### config.mk
export PLATFORM = sky130hd
export DESIGN_NAME = keyed_copy_engine
export DESIGN_NICKNAME = d
export VERILOG_FILES = /design/src/rtl/kce_pkg.sv /design/src/rtl/kce_addr_gen.sv /design/src/rtl/kce_step_calc.sv /design/src/rtl/keyed_copy_engine.sv
export SDC_FILE = /design/constraint.sdc
export NUM_CORES = 1
export LEC_CHECK = 0
export ABC_AREA = 1
export BUFFER_PORTS_ARGS = -buffer_cell sky130_fd_sc_hd__buf_4
export CELL_PAD_IN_SITES_DETAIL_PLACEMENT = 1
export CELL_PAD_IN_SITES_GLOBAL_PLACEMENT = 1
export CORE_ASPECT_RATIO = 0.9
export CORE_MARGIN = 4
export CORE_UTILIZATION = 37
export DETAILED_ROUTE_END_ITERATION = 8
export GPL_ROUTABILITY_DRIVEN = 0
export PLACE_DENSITY_LB_ADDON = 0.1
export SETUP_SLACK_MARGIN = 0.5
export SYNTH_ARGS = -nofsm -noshare
export SYNTH_HDL_FRONTEND = slang
export SYNTH_SLANG_ARGS = --single-unit
### constraint.sdc
create_clock -name clk -period 2.88 [get_ports clk]
set_clock_uncertainty 0.05 [all_clocks]
set_input_delay 0.288 -clock clk [delete_from_list [all_inputs] [get_ports clk]]
set_output_delay 0.288 -clock clk [all_outputs]
set_load 0.01 [all_outputs]
### src/rtl/kce_pkg.sv
package kce_pkg;
  typedef enum logic [1:0] {
    KM_UP   = 2'd0,
    KM_DOWN = 2'd1,
    KM_ROW  = 2'd2,
    KM_UP2  = 2'd3
  } kce_mode_e;

  typedef enum logic [1:0] {
    ST_IDLE  = 2'd0,
    ST_READ  = 2'd1,
    ST_TEST  = 2'd2,
    ST_WRITE = 2'd3
  } kce_state_e;
endpackage

### src/rtl/kce_addr_gen.sv
module kce_addr_gen
  import kce_pkg::*;
#(
  parameter int AW      = 16,
  parameter int ROW_LG2 = 3
) (
  input  kce_mode_e         mode,
  input  logic [AW-1:0]     src,
  input  logic [AW-1:0]     dst,
  output logic [AW-1:0]     rd_addr
);
  generate
    if (ROW_LG2 > 0) begin : g_row
      always_comb begin
        if (mode == KM_ROW) rd_addr = {src[AW-1:ROW_LG2], dst[ROW_LG2-1:0]};
        else                rd_addr = src;
      end
    end else begin : g_flat
      logic [AW-1:0] unused_dst;
      assign unused_dst = dst;
      always_comb rd_addr = src;
    end
  endgenerate
endmodule

### src/rtl/kce_step_calc.sv
module kce_step_calc
  import kce_pkg::*;
#(
  parameter int AW = 16,
  parameter int CW = 16
) (
  input  kce_mode_e       mode,
  input  logic [AW-1:0]   src,
  input  logic [AW-1:0]   dst,
  input  logic [CW-1:0]   cnt,
  output logic [AW-1:0]   src_nx,
  output logic [AW-1:0]   dst_nx,
  output logic [CW-1:0]   cnt_nx,
  output logic            last
);
  localparam logic [AW-1:0] ONE_A = AW'(1);
  localparam logic [CW-1:0] ONE_C = CW'(1);

  always_comb begin
    unique case (mode)
      KM_DOWN: src_nx = src - ONE_A;
      KM_ROW:  src_nx = src;
      default: src_nx = src + ONE_A;
    endcase
    dst_nx = dst + ONE_A;
    cnt_nx = cnt - ONE_C;
    last   = (cnt_nx == '0);
  end
endmodule

### src/rtl/keyed_copy_engine.sv
module keyed_copy_engine
  import kce_pkg::*;
#(
  parameter int AW      = 16,
  parameter int DW      = 8,
  parameter int CW      = 16,
  parameter int ROW_LG2 = 3
) (
  input  logic          clk,
  input  logic          rst,
  input  logic          start,
  input  logic [1:0]    mode,
  input  logic          repeat_en,
  input  logic [AW-1:0] src_in,
  input  logic [AW-1:0] dst_in,
  input  logic [CW-1:0] cnt_in,
  input  logic [DW-1:0] key_in,
  output logic [AW-1:0] mem_addr,
  output logic          mem_rd,
  output logic          mem_wr,
  output logic [DW-1:0] mem_wdata,
  input  logic [DW-1:0] mem_rdata,
  output logic          busy,
  output logic          done,
  output logic [AW-1:0] src_out,
  output logic [AW-1:0] dst_out,
  output logic [CW-1:0] cnt_out
);
  kce_state_e    state_q;
  kce_mode_e     mode_q;
  logic          rep_q;
  logic [DW-1:0] key_q;
  logic [AW-1:0] src_q, dst_q;
  logic [CW-1:0] cnt_q;

  logic [AW-1:0] src_nx, dst_nx;
  logic [CW-1:0] cnt_nx;
  logic          last;
  logic          idle;
  logic          step_end;
  logic          hit_key;

  kce_mode_e     ag_mode;
  logic [AW-1:0] ag_src, ag_dst, ag_addr;

  assign idle     = (state_q == ST_IDLE);
  assign hit_key  = (mem_rdata == key_q);
  assign step_end = ((state_q == ST_TEST) && hit_key) || (state_q == ST_WRITE);

  // one address generator serves both the first read and the loop reads
  assign ag_mode = idle ? kce_mode_e'(mode) : mode_q;
  assign ag_src  = idle ? src_in : src_nx;
  assign ag_dst  = idle ? dst_in : dst_nx;

  kce_addr_gen #(.AW(AW), .ROW_LG2(ROW_LG2)) u_addr (
    .mode    (ag_mode),
    .src     (ag_src),
    .dst     (ag_dst),
    .rd_addr (ag_addr)
  );

  kce_step_calc #(.AW(AW), .CW(CW)) u_step (
    .mode   (mode_q),
    .src    (src_q),
    .dst    (dst_q),
    .cnt    (cnt_q),
    .src_nx (src_nx),
    .dst_nx (dst_nx),
    .cnt_nx (cnt_nx),
    .last   (last)
  );

  always_ff @(posedge clk) begin
    if (rst) begin
      state_q   <= ST_IDLE;
      mode_q    <= KM_UP;
      rep_q     <= 1'b0;
      key_q     <= '0;
      src_q     <= '0;
      dst_q     <= '0;
      cnt_q     <= '0;
      mem_addr  <= '0;
      mem_rd    <= 1'b0;
      mem_wr    <= 1'b0;
      mem_wdata <= '0;
      done      <= 1'b0;
    end else begin
      done   <= 1'b0;
      mem_rd <= 1'b0;
      mem_wr <= 1'b0;
      unique case (state_q)
        ST_IDLE: begin
          if (start) begin
            mode_q   <= kce_mode_e'(mode);
            rep_q    <= repeat_en;
            key_q    <= key_in;
            src_q    <= src_in;
            dst_q    <= dst_in;
            cnt_q    <= cnt_in;
            mem_addr <= ag_addr;
            mem_rd   <= 1'b1;
            state_q  <= ST_READ;
          end
        end
        ST_READ: state_q <= ST_TEST;
        ST_TEST: begin
          if (!hit_key) begin
            mem_addr  <= dst_q;
            mem_wdata <= mem_rdata;
            mem_wr    <= 1'b1;
            state_q   <= ST_WRITE;
          end
        end
        default: ;
      endcase
      if (step_end) begin
        src_q <= src_nx;
        dst_q <= dst_nx;
        cnt_q <= cnt_nx;
        if (rep_q && !last) begin
          mem_addr <= ag_addr;
          mem_rd   <= 1'b1;
          state_q  <= ST_READ;
        end else begin
          done    <= 1'b1;
          state_q <= ST_IDLE;
        end
      end
    end
  end

  assign busy    = !idle;
  assign src_out = src_q;
  assign dst_out = dst_q;
  assign cnt_out = cnt_q;

  // ---------------- assertions ----------------
  assert_key_not_written_R1: assert property (@(posedge clk) disable iff (rst)
    mem_wr |-> (mem_wdata != key_q));

  assert_dst_advances_R2: assert property (@(posedge clk) disable iff (rst)
    step_end |=> (dst_q == $past(dst_q) + 1'b1) && (cnt_q == $past(cnt_q) - 1'b1));

  assert_src_down_R3: assert property (@(posedge clk) disable iff (rst)
    (step_end && mode_q == KM_DOWN) |=> (src_q == $past(src_q) - 1'b1));

  assert_row_src_hold_R4: assert property (@(posedge clk) disable iff (rst)
    (step_end && mode_q == KM_ROW) |=> $stable(src_q));

  generate
    if (ROW_LG2 > 0) begin : g_row_chk
      assert_row_addr_R4: assert property (@(posedge clk) disable iff (rst)
        (mem_rd && mode_q == KM_ROW) |->
          (mem_addr[ROW_LG2-1:0] == dst_q[ROW_LG2-1:0]) &&
          (mem_addr[AW-1:ROW_LG2] == src_q[AW-1:ROW_LG2]));
    end
  endgenerate

  assert_single_step_R5: assert property (@(posedge clk) disable iff (rst)
    (step_end && !rep_q) |=> done);

  assert_loop_exit_R6: assert property (@(posedge clk) disable iff (rst)
    done |-> (!rep_q || cnt_q == '0));

  assert_rw_exclusive_R7: assert property (@(posedge clk) disable iff (rst)
    !(mem_rd && mem_wr));

  assert_read_latency_R7: assert property (@(posedge clk) disable iff (rst)
    mem_rd |=> (state_q == ST_TEST));

  assert_done_pulse_R8: assert property (@(posedge clk) disable iff (rst)
    done |=> !done);

  assert_start_ignored_R8: assert property (@(posedge clk) disable iff (rst)
    busy |=> ($stable(key_q) && $stable(mode_q) && $stable(rep_q)));
endmodule

# Word-level counts from Yosys, hierarchy flattened
# Cells that the tools add are included.
op_classes:
  addsub: 4
  n_eq_ne: 9
  muxes: 30
  n_bitwise: 3
  reduce_logical: 16
ops:
  columns: ["cell", "n"]
  rows:
  - ["$mux 16", 14]
  - ["$pmux 16 s2", 2]
  - ["$add 16x1->16 const B", 2]
  - ["$sub 16x1->16 const B", 2]
  - ["$logic_not 16->1", 1]
  - ["$eq 2x2->1 const B", 4]
  - ["$eq 8x8->1", 1]
  - ["$mux 2", 4]
  - ["$mux 1", 7]
  - ["$mux 3", 2]
  - ["$pmux 2 s3", 1]
  - ["$reduce_and 2->1", 3]
  - ["$eq 2x1->1 const B", 2]
  - ["$reduce_bool 2->1", 2]
  - ["$reduce_bool 4->1", 1]
  - ["$reduce_or 2->1", 2]
  - ["$ne 3x2->1 const B", 1]
  - ["$ne 3x3->1 const B", 1]
  - ["$not 1->1", 3]
  - ["$reduce_and 3->1", 1]
  - ["$logic_and 1x1->1", 2]
  - ["$logic_not 1->1", 2]
  - ["$logic_not 2->1", 1]
  - ["$logic_or 1x1->1", 1]
word_totals:
  register_bits: 88
  input_bits: 70
  output_inout_bits: 76
  elab_cells: 74

# Longest topological paths before layout
# Gate-level depths: netlist (run 1).
depth:
  ltp_word: 8
  mapped_depth: 22

# Modules after synthesis
# From an unflattened synthesis (run 1), not the netlist that was laid out.
hier_totals:
  cells_unflattened: 1180
  area_unflattened_um2: 7031.7
by_module_without_submodules:
  columns: ["module", "n_inst", "cells_each", "area_per_inst_um2"]
  rows:
  - ["keyed_copy_engine", 1, 790, 5057.4]
  - ["kce_step_calc", 1, 366, 1829.3]
  - ["kce_addr_gen", 1, 24, 145.1]

# Worst setup path after synthesis (run 1)
# No wires, ideal clock.
synth_timing:
  path_kind: "reg-to-reg"
  from: "register mode_q[1]"
  to: "register mem_addr[1]"
  setup_time_ns: 0.113
  t_arrival_ns: 1.946
  required_time_ns: 2.717
  path_slack_ns: 0.772
  path_stages_with_launch: 20
  path_buffers: 2
  period_less_slack_ns: 2.108
  path_cell_list: "dfxtp_1 > inv_2 > nand2_2 > buf_6 > buf_6 > nand2_2 > nand2_1 > inv_2 > ha_1 > nand2_1 > o21ai_0 > nand2_1 > nand3_1 > and2_1 > nand2_1 > o21ai_0 > a21oi_1 > nand2_1 > nand2_1 > nor2_1"
synth_between:
  elab_chain_cells: 8
synth_rtl:
  columns: ["item", "line_no", "rtl"]
  rows:
  - ["from (decl)", "keyed_copy_engine.sv:30", "kce_mode_e mode_q;"]
  - ["from (signal assigned)", "keyed_copy_engine.sv:94", "mode_q <= kce_mode_e'(mode);"]
  - ["$eq 2x2->1 or $eq 2x1->1 (tied branches)", "kce_step_calc.sv:20", "unique case (mode)"]
  - ["$pmux 16 s2", "kce_step_calc.sv:20", null]
  - ["$mux 16", "keyed_copy_engine.sv:52", "assign ag_src = idle ? src_in : src_nx;"]
  - ["$mux 3 (*)", "kce_addr_gen.sv:15", "if (mode == KM_ROW) rd_addr = {src[AW-1:ROW_LG2], dst[ROW_LG2-1:0]};"]
  - ["$mux 16", "keyed_copy_engine.sv:93", "if (start) begin"]
  - ["$pmux 16 s2", "keyed_copy_engine.sv:91", "unique case (state_q)"]
  - ["$mux 16", "keyed_copy_engine.sv:120", "if (rep_q && !last) begin"]
  - ["$mux 16 (*)", "keyed_copy_engine.sv:116", "if (step_end) begin"]
  - ["to (signal assigned)", "keyed_copy_engine.sv:100", "mem_addr <= ag_addr;"]
  - ["to (signal assigned)", "keyed_copy_engine.sv:108", "mem_addr <= dst_q;"]
  - ["to (signal assigned)", "keyed_copy_engine.sv:121", "mem_addr <= ag_addr;"]
  - ["to (decl)", "keyed_copy_engine.sv:18", "output logic [AW-1:0] mem_addr,"]
# Every way passes the cells marked *; elsewhere a longest branch is shown, timed or not.
# A chain may end at the register's enable or synchronous reset.

# Final worst setup path (run 1)
layout_timing:
  from: "register cnt_q[2], in the netlist cnt_out[2]"
  to: "register mem_addr[10]"
layout_between:
  elab_chain_cells: 6
layout_rtl:
  columns: ["item", "line_no", "rtl"]
  rows:
  - ["from (decl)", "keyed_copy_engine.sv:34", "logic [CW-1:0] cnt_q;"]
  - ["from (signal assigned)", "keyed_copy_engine.sv:99", "cnt_q <= cnt_in;"]
  - ["from (signal assigned)", "keyed_copy_engine.sv:119", "cnt_q <= cnt_nx;"]
  - ["$sub 16x1->16", "kce_step_calc.sv:26", "cnt_nx = cnt - ONE_C;"]
  - ["$logic_not 16->1", "kce_step_calc.sv:27", "last = (cnt_nx == '0);"]
  - ["$logic_not 1->1", "keyed_copy_engine.sv:120", null]
  - ["$logic_and 1x1->1", "keyed_copy_engine.sv:120", null]
  - ["$mux 16", "keyed_copy_engine.sv:120", null]
  - ["$mux 16", "keyed_copy_engine.sv:116", null]
# No other way between the ends.

==> flow_summary.yaml, run 1 <==
critical_path:
  reg2reg_from: "cnt_out[2]$_SDFFE_PP0P_"
  reg2reg_depth: 14
  start_kind: "flip-flop"
  r2r_slack_ps: 640
  crit_required_ps: 3110
  cp_data_arrival_time_ps: 2460
  crit_path_end_kind: "flip-flop"
  path_max_fanout: 15
  r2r_end: "mem_addr[10]$_SDFF_PP0_"
  crit_type: "flip-flop to flip-flop"
power_and_ir_drop:
  p_per_area_nw_per_um2: 936.4
  comb_power_share_pct: 58.1
  power_switching_mw: 3.667
  internal_power_mw: 3.688
  p_sw_share_pct: 49.86
  p_seq_share_pct: 26.3
  total_power_mw: 7.354
  p_leak_nw: 3.789
  clkPwrFrac_pct: 15.6
  irDropWorstVdd_mv: 0.3444
synthesis:
  synth_top_cell_area_share_pct: 28.65
  synth_edf_count: 0
  post-synth-top-area-cell: "dfxtp_1"
  ys_seq_area_share_pct: 28.65
  synth_top_flop_cell: "dfxtp_1"
  syn_area_per_cell_um2: 5.942
  synth_seq_cells: 88
  syn-num-nets: 1114
  ys.warnings.count: 0
  synthArstFlopShare_pct: 0
  syn_inst: 1035
  netlist_area_um2: 6150
  synth_cell_types: 43
  synth_area_leaders: "dfxtp_1, nand2_1, nand3_1"
floorplan:
  dieHeight_um: 130.3
  initial_utilization_pct: 37.87
  core_um2: 16240
  num_rows: 44
  die_w_um: 143.9
  dieArea_um2: 18750
  ios: 146
route:
  via_per_inst: 5.309
  drt-initial-drc-count: 448
  dr.pass1.iters: 7
  drc_errors: 0
  ant_nets: 0
  avgRoutedWirePerCell_um: 17.88
  wirelength_mm: 24.66
  num_vias: 7321
sta:
  fin_crit_ps: 2236
  max_slew.worst_pin.slew_ps: 609.3
  hold_violations: 0
  finalSetupViolCount: 0
  slew_viol_final: 0
  rsz0062_at_grt: "yes"
  period_share_pct: 77.64
  fin_setup_tns_ps: 0
  timing.fmax_mhz: 447.2
  fin_ws_ps: 644.0
  maxSlewHeadroom_pct: 59.34
placement:
  port_buffers: 145
  hpwl_mm: 18.98
  dp_slack_ps: 376.5
  placed_area_um2: 7418
cells_and_area:
  fill_cells: 2241
  layout.nets: 1246
  drive_gt1_share_pct: 19.45
  diodes: 0
  fin_util_pct: 48.36
  area_growth_syn_to_layout_pct: 27.71
  final_area_um2: 7854
cts:
  clockBufferDepth: 2
  clock-sinks: 88
  htree_levels: 3
  cts_made_buffers: 9
  cts.reportedPaths.clkPinSlew_ps: 70
  cts_root_buf: "clkbuf_16"
  cts_tree: "yes"
  clock_latency_ps: 350
global_route:
  grt_max_degree: 36
  grt_antenna_before_repair: 0
  grt_pass1_wl_mm: 38.61
  groute.usage.overall_pct: 25.95
  grt_pass1_vias: 7357
  overflow: 0
worst_hold_path:
  hold_class: "input port to flip-flop"
  min_from: "key_in[4]"
  hold_end: "key_q[4]$_SDFFE_PP0P_"
  holdPathStages: 3
status:
  status: "complete, no violations"
flow_run:
  cap_violations: 0
[logic make-up after synthesis]
family	count (synthesis)	synth area share, %
DFF	88	28.65
buffers and inverters	160	10.62
muxes	1	0.1628
AOI/OAI and AO/OA	185	16.54
and+or+nand+nor	574	39.63
xor gates and xnor gates	18	2.564
adders and majority gates	9	1.831
[state kept, by name (all words and copies together) (netlist names)]
signal	cells
rep_q	1
mem_wdata	8
done	1
mem_addr	16
src_out	16
mem_wr	1
mode_q	2
key_q	8
mem_rd	1
state_q	2
dst_out	16
cnt_out	16
[per-layer routing]
layer / vias up / share of wire [%] / GRT usage (%)
li1: 3614 / - / -
met1: 3490 / 49 / 37.37
met2: 201 / 44 / 41.32
met3: 16 / 5.9 / 4.471
met4: 0 / 0.90 / 4.319
met5: - / 0 / 0
[layout make-up]
class | count | area, um^2 | share of cell area [%]
clock buffer | 9 | 225.2 | 2.868
clock inverter | 7 | 53.80 | 0.6850
inverter | 115 | 442.9 | 5.640
multi-input combinational | 787 | 3789 | 48.24
sequential | 88 | 1768 | 22.51
tap | 207 | 259.0 | 3.298
timing repair buffer | 166 | 1316 | 16.76
[what timing repair did]
action                     4_1_cts  5_1_grt
setup endpoints to repair       16       52
setup buffers                    0        3
gates resized for setup          7       23
hold buffers                     0        0
gates cloned                     0        1
pin swaps                        0        2
[Yosys cell counts, types with 4 or more instances]
library cell,count
dfxtp_1,88
o22ai_1,5
xnor2_1,6
nand4_1,13
clkbuf_1,27
and2_1,5
xor2_1,12
nor2_2,6
ha_1,9
inv_1,108
a31oi_1,16
o211ai_1,5
nand3b_1,5
or2_2,5
o21ai_1,4
nor2_1,91
buf_6,4
nand2_2,7
nand2_1,344
buf_2,9
inv_2,5
o21ai_0,79
a21oi_1,61
nand3_1,84
[cells in the final DEF (no fill, tap or decap), drive strengths merged]
cell	count
dfxtp	88
or2	6
mux2i	1
nor2	100
nand2	351
clkinvlp	4
a221oi	1
nand3	88
o211ai	5
nand3b	5
buf	165
nand4	13
xor2	12
nor4	3
a31oi	16
clkinv	4
o31ai	2
a21oi	61
o2bb2ai	1
inv	114
clkbuf	10
a41oi	3
o21bai	3
o22ai	5
o21ai	83
o221ai	3
xnor2	6
a21boi	1
ha	9
and2	5
a22o	1
nor3	3
[worst max path at each step]
stage	slack (ps)	cells after the start	start	end
after CTS	510	15	cnt_out[0]$_SDFFE_PP0P_	mem_addr[10]$_SDFF_PP0_
final	640	14	cnt_out[2]$_SDFFE_PP0P_	mem_addr[10]$_SDFF_PP0_
after floorplan	770	19	mode_q[1]$_SDFFE_PP0P_	mem_addr[1]$_SDFF_PP0_
after global routing	480	14	cnt_out[2]$_SDFFE_PP0P_	mem_addr[10]$_SDFF_PP0_
after global placement	430	15	cnt_out[0]$_SDFFE_PP0P_	mem_addr[9]$_SDFF_PP0_
after detailed placement	380	15	cnt_out[0]$_SDFFE_PP0P_	mem_addr[10]$_SDFF_PP0_
[power groups by stage]
| stage | clock (mW) | sequential [mW] | combinational, mW |
|---|---|---|---|
| finish | 1.14 | 1.94 | 4.27 |
| global route | 1.22 | 1.98 | 4.77 |
| CTS | 1.17 | 1.92 | 4.18 |
| detailed placement | 0 | 1.94 | 4.14 |
| global placement | 0 | 1.93 | 4.04 |
| floorplan | 0 | 1.96 | 2.57 |
[per-stage QoR]
step / hold slack, ps / cells
global placement: 410.3 / 1359
CTS: 138.1 / 1375
global route: 152.2 / 1379
floorplan: 385.8 / 1035
finish: 141.9 / 1379
detailed placement: 416.0 / 1359
[worst max-delay path, stage by stage, from the launching register on]
cell     delay (ps)
dfxtp_1         350
nor2_1          160
nand2_1         190
nor2_4          210
nand2_1          70
nand2_1          60
nand2_1          60
inv_1            80
nand2_1          50
nor2_1          140
nand3_2         150
nand3_2         160
buf_12          160
inv_1           100
a21oi_1         160
No activity file was read; power rests on OpenSTA's default activity.
==> run 2, diff against run 1 <==
clock period = 2.1 ns   (was 2.88 ns; I/O delays follow)
==> flow_summary.yaml, run 2 (same netlist as run 1, synthesis figures left out) <==
status:
  status: "finished with violations"
  violations: "negative setup slack"
power_and_ir_drop:
  p_sw_share_pct: 52.98
  power_switching_mw: 7.905
  p_per_area_nw_per_um2: 1427
  comb_power_share_pct: 69.9
  p_leak_nw: 4.907
  internal_power_mw: 7.017
  irDropWorstVdd_mv: 0.6832
  p_seq_share_pct: 18.5
  clkPwrFrac_pct: 11.6
cells_and_area:
  final_cell_mix: "nand2_1, buf_4, inv_1"
  fill_cells: 2038
  layout.nets: 1359
  area_growth_syn_to_layout_pct: 70.01
  finalNonFillerCells: 1492
  drive_gt1_share_pct: 46.38
  final_common_cell: "nand2_1"
  diodes: 0
critical_path:
  path_max_fanout: 14
  crit_type: "flip-flop to flip-flop"
  r2r_slack_ps: -360
  crit_required_ps: 2320
  crit_path_end_kind: "flip-flop"
  start_kind: "flip-flop"
  cp_data_arrival_time_ps: 2680
global_route:
  grt_pass1_vias: 8234
  grt_antenna_before_repair: 0
  grt_pass1_wl_mm: 44.90
  overflow: 0
  grt_max_degree: 35
  groute.usage.overall_pct: 30.80
sta:
  rsz0062_at_grt: "yes"
  period_share_pct: 116.9
  fin_ws_ps: -355.3
  fin_setup_tns_ps: -4984
  max_slew.worst_pin.slew_ps: 592.7
  hold_violations: 0
  timing.fmax_mhz: 407.3
  slew_viol_final: 0
  finalSetupViolCount: 22
  maxSlewHeadroom_pct: 60.24
  fin_crit_ps: 2455
  whs_ps: 34.07
floorplan:
  die_w_um: 143.9
  core_um2: 16240
  ios: 146
  dieArea_um2: 18750
  initial_utilization_pct: 37.87
  num_rows: 44
  dieHeight_um: 130.3
worst_hold_path:
  hold_class: "input port to flip-flop"
cts:
  cts_root_buf: "clkbuf_16"
  clockBufferDepth: 2
  cts_tree: "yes"
  cts_made_buffers: 9
  htree_levels: 3
  clock_latency_ps: 370
  cts.reportedPaths.clkPinSlew_ps: 80
  ctsHoldBuffers: 0
  clock-sinks: 88
flow_run:
  cap_violations: 0
route:
  wirelength_mm: 40.06
  ant_nets: 0
  via_per_inst: 6.208
  drt-initial-drc-count: 900
  dr.pass1.iters: 7
  drc_errors: 0
  avgRoutedWirePerCell_um: 26.85
  num_vias: 9262
placement:
  hpwl_mm: 20.42
  port_buffers: 145
  placed_cells: 1410
run 2: metal layers:
layer	global-route usage, %	vias to the layer above	part of all wire [%]
met4	12.74	0	7.8
met1	40.19	4430	37
met5	0	-	0
li1	-	3848	-
met2	50.11	715	46
met3	5.753	269	8.8
run 2: power by group through the flow:
stage / registers (mW) / logic (mW) / clock network (mW)
6_report: 2.77 / 10.4 / 1.73
5_1_grt: 2.79 / 10.8 / 1.77
4_1_cts: 2.61 / 7.46 / 1.69
3_5_place_dp: 2.63 / 6.45 / 0
3_3_place_gp: 2.63 / 6.29 / 0
2_1_floorplan: 2.70 / 3.68 / 0
run 2: worst paths after layout:
| kind | start | to | cells past startpoint |
|---|---|---|---|
| max | cnt_out[2]$_SDFFE_PP0P_ | mem_addr[13]$_SDFF_PP0_ | 15 |
| min | key_in[5] | key_q[5]$_SDFFE_PP0P_ | 3 |
| max reg2reg | cnt_out[2]$_SDFFE_PP0P_ | mem_addr[13]$_SDFF_PP0_ | 15 |
| min reg2reg | key_q[2]$_SDFFE_PP0P_ | key_q[2]$_SDFFE_PP0P_ | 2 |
run 2: area by class of cell:
class                           instances  area (um^2)  share of cell area (%)
Clock buffer                            9        225.2                   2.154
Sequential cell                        88         1789                   17.11
Multi-Input combinational cell        787         5070                   48.49
Inverter                              115        466.7                   4.464
Tap cell                              207        259.0                   2.477
Clock inverter                          7        71.32                  0.6821
Timing Repair Buffer                  279         2574                   24.62
run 2: per-stage QoR:
stage	worst slack, ps	utilization [%]	area [um^2]	power, mW
after detailed placement	-23.21	48.91	7943	9.074
final	-355.3	64.38	10460	14.92
after CTS	20.47	55.40	8997	11.76
after global placement	42.48	48.91	7943	8.913
after floorplan	162.9	-	6277	6.374
after global routing	-465.4	64.38	10460	15.34
run 2: worst max-delay path, stage by stage (launching register included):
cell	delay, ps
dfxtp_1	400
inv_1	190
nand3_4	160
nor2_4	220
nand3_1	120
nand2_1	110
nand2_1	80
nand2_1	100
nor2_2	60
nand3_4	90
nand3_4	170
buf_16	210
nor2_1	130
nand2_1	90
nand2_1	100
inv_1	50
run 2: timing repair:
action                     4_1_cts  5_1_grt
resized for setup              123      312
gates cloned                     6        6
pin swaps                       18      108
hold endpoints to repair         0        0
setup endpoints to repair       81       76
buffers inserted                23       31
==> run 3, diff against run 2 <==
CTS_CLUSTER_DIAMETER = 80   (was unset)
PLACE_DENSITY = 0.9   (was unset)
PLACE_DENSITY_LB_ADDON = unset   (was 0.1)
==> flow_summary.yaml, run 3 (same netlist as run 1, synthesis figures left out) <==
status:
  status: "finished with violations"
  violations: "negative setup slack"
floorplan:
  die_w_um: 143.9
  initial_utilization_pct: 37.87
  ios: 146
  dieArea_um2: 18750
  dieHeight_um: 130.3
  core_um2: 16240
  num_rows: 44
critical_path:
  reg2reg_depth: 8
  reg2reg_from: "dst_out[1]$_SDFFE_PP0P_"
  path_max_fanout: 4
  crit_path_start: "dst_out[1]$_SDFFE_PP0P_"
  crit_required_ps: 2330
  start_kind: "flip-flop"
  crit_path_end_kind: "flip-flop"
  crit_type: "flip-flop to flip-flop"
  cp_data_arrival_time_ps: 3000
worst_hold_path:
  holdPathStages: 3
  min_from: "repeat_en"
  hold_class: "input port to flip-flop"
sta:
  fin_ws_ps: -673.4
  hold_violations: 0
  fin_crit_ps: 2773
  rsz0062_at_grt: "yes"
  fin_setup_tns_ps: -13580
  maxSlewHeadroom_pct: 42.72
  timing.fmax_mhz: 360.6
  period_share_pct: 132.1
  max_slew.worst_pin.slew_ps: 851.3
  slew_viol_final: 0
  finalSetupViolCount: 59
cells_and_area:
  final_cell_mix: "nand2_1, buf_4, inv_1"
  area_growth_syn_to_layout_pct: 73.98
  multiInputGateArea_um2: 5220
  finalNonFillerCells: 1485
  drive_gt1_share_pct: 48.35
  final_common_cell: "nand2_1"
  fill_cells: 1954
  seqCellArea_um2: 1807
  layout.nets: 1351
global_route:
  grt_pass1_wl_mm: 58.05
  grt_antenna_before_repair: 2
  groute.usage.overall_pct: 40.31
  grt_max_degree: 36
  grt_pass1_vias: 9663
  overflow: 0
cts:
  clockBufferDepth: 2
  cts_tree: "yes"
  cts.reportedPaths.clkPinSlew_ps: 70
  clock_latency_ps: 390
  cts_made_buffers: 9
  cts_root_buf: "clkbuf_16"
  clock-sinks: 88
  htree_levels: 3
placement:
  placed_cells: 1395
  port_buffers: 145
  hpwl_mm: 20.49
route:
  num_vias: 10490
  via_per_inst: 7.064
  avgRoutedWirePerCell_um: 34.43
  dr.pass1.iters: 6
  drt-initial-drc-count: 1507
  wirelength_mm: 51.12
  drc_errors: 0
  ant_nets: 0
power_and_ir_drop:
  irDropWorstVdd_mv: 0.9261
  p_leak_nw: 4.887
  p_per_area_nw_per_um2: 1546
flow_run:
  cap_violations: 0
## run 3: cell count changes in the layout (fill, tap and decap cells not counted), moves of 7 or more
cell,before,now
nand3_2,28,35
inv_1,91,84
inv_2,11,20
nor2_1,61,49
buf_4,219,209
dfxtp_1,72,64
nor2_4,24,33
nand3_1,51,43
## run 3: timing repair
action / 4_1_cts / 5_1_grt
setup buffers: 34 / 28
hold buffers: 0 / 0
cloned: 4 / 7
resized for setup: 276 / 217
endpoints found under the setup margin: 73 / 79
pin swaps: 70 / 62
## run 3: layout make-up
type	instances	area share [%]
timing repair inverter	1	0.1053
antenna	2	0.04678
tap	207	2.421
timing repair buffer	270	24.13
inverter	115	4.537
multi-input combinational	787	48.79
clock buffer	11	2.374
sequential	88	16.89
clock inverter	4	0.7134
## run 3: path summary, 6_finish.rpt
kind | end | slack [ps]
max | dst_out[15]$_SDFFE_PP0P_ | -670
min | rep_q$_SDFFE_PP0P_ | 60
max reg2reg | dst_out[15]$_SDFFE_PP0P_ | -670
min reg2reg | key_q[1]$_SDFFE_PP0P_ | 480
## run 3: through the flow
step           cell area, um^2  total power, mW  worst slack, ps  utilization (%)  hold slack (ps)
2_1_floorplan             6277            6.374            162.9                -            307.8
3_3_place_gp              7855            8.591            58.67            48.37            402.8
3_5_place_dp              7855            8.922           -44.24            48.37            409.7
4_1_cts                   9490            12.50           -37.17            58.44            62.63
5_1_grt                  10690            16.73           -671.8            65.85            79.65
6_report                 10700            16.54           -673.4            65.88            59.06
## run 3: routing by layer
| layer | track usage, % | part of all wire [%] | vias to the layer above |
|---|---|---|---|
| li1 | - | - | 3828 |
| met1 | 47.71 | 33 | 4877 |
| met2 | 65.98 | 43 | 1290 |
| met3 | 8.465 | 14 | 495 |
| met4 | 26.58 | 11 | 0 |
| met5 | 0 | 0 | - |
## run 3: where the power goes
| part | total [mW] | internal, mW | switching, mW |
|---|---|---|---|
| registers | 3.01 | 2.17 | 0.840 |
| clock network | 1.98 | 1.11 | 0.869 |
| logic | 11.6 | 4.16 | 7.39 |
| total | 16.5 | 7.45 | 9.10 |
## run 3: critical path: stages (launching register included)
cell and delay, ps:
dfxtp_1 500, nand3_1 210, buf_4 220, nor4_1 750, xor2_1 290, nand2_1 130
nand2_1 140, nand2_1 110, a21oi_1 280
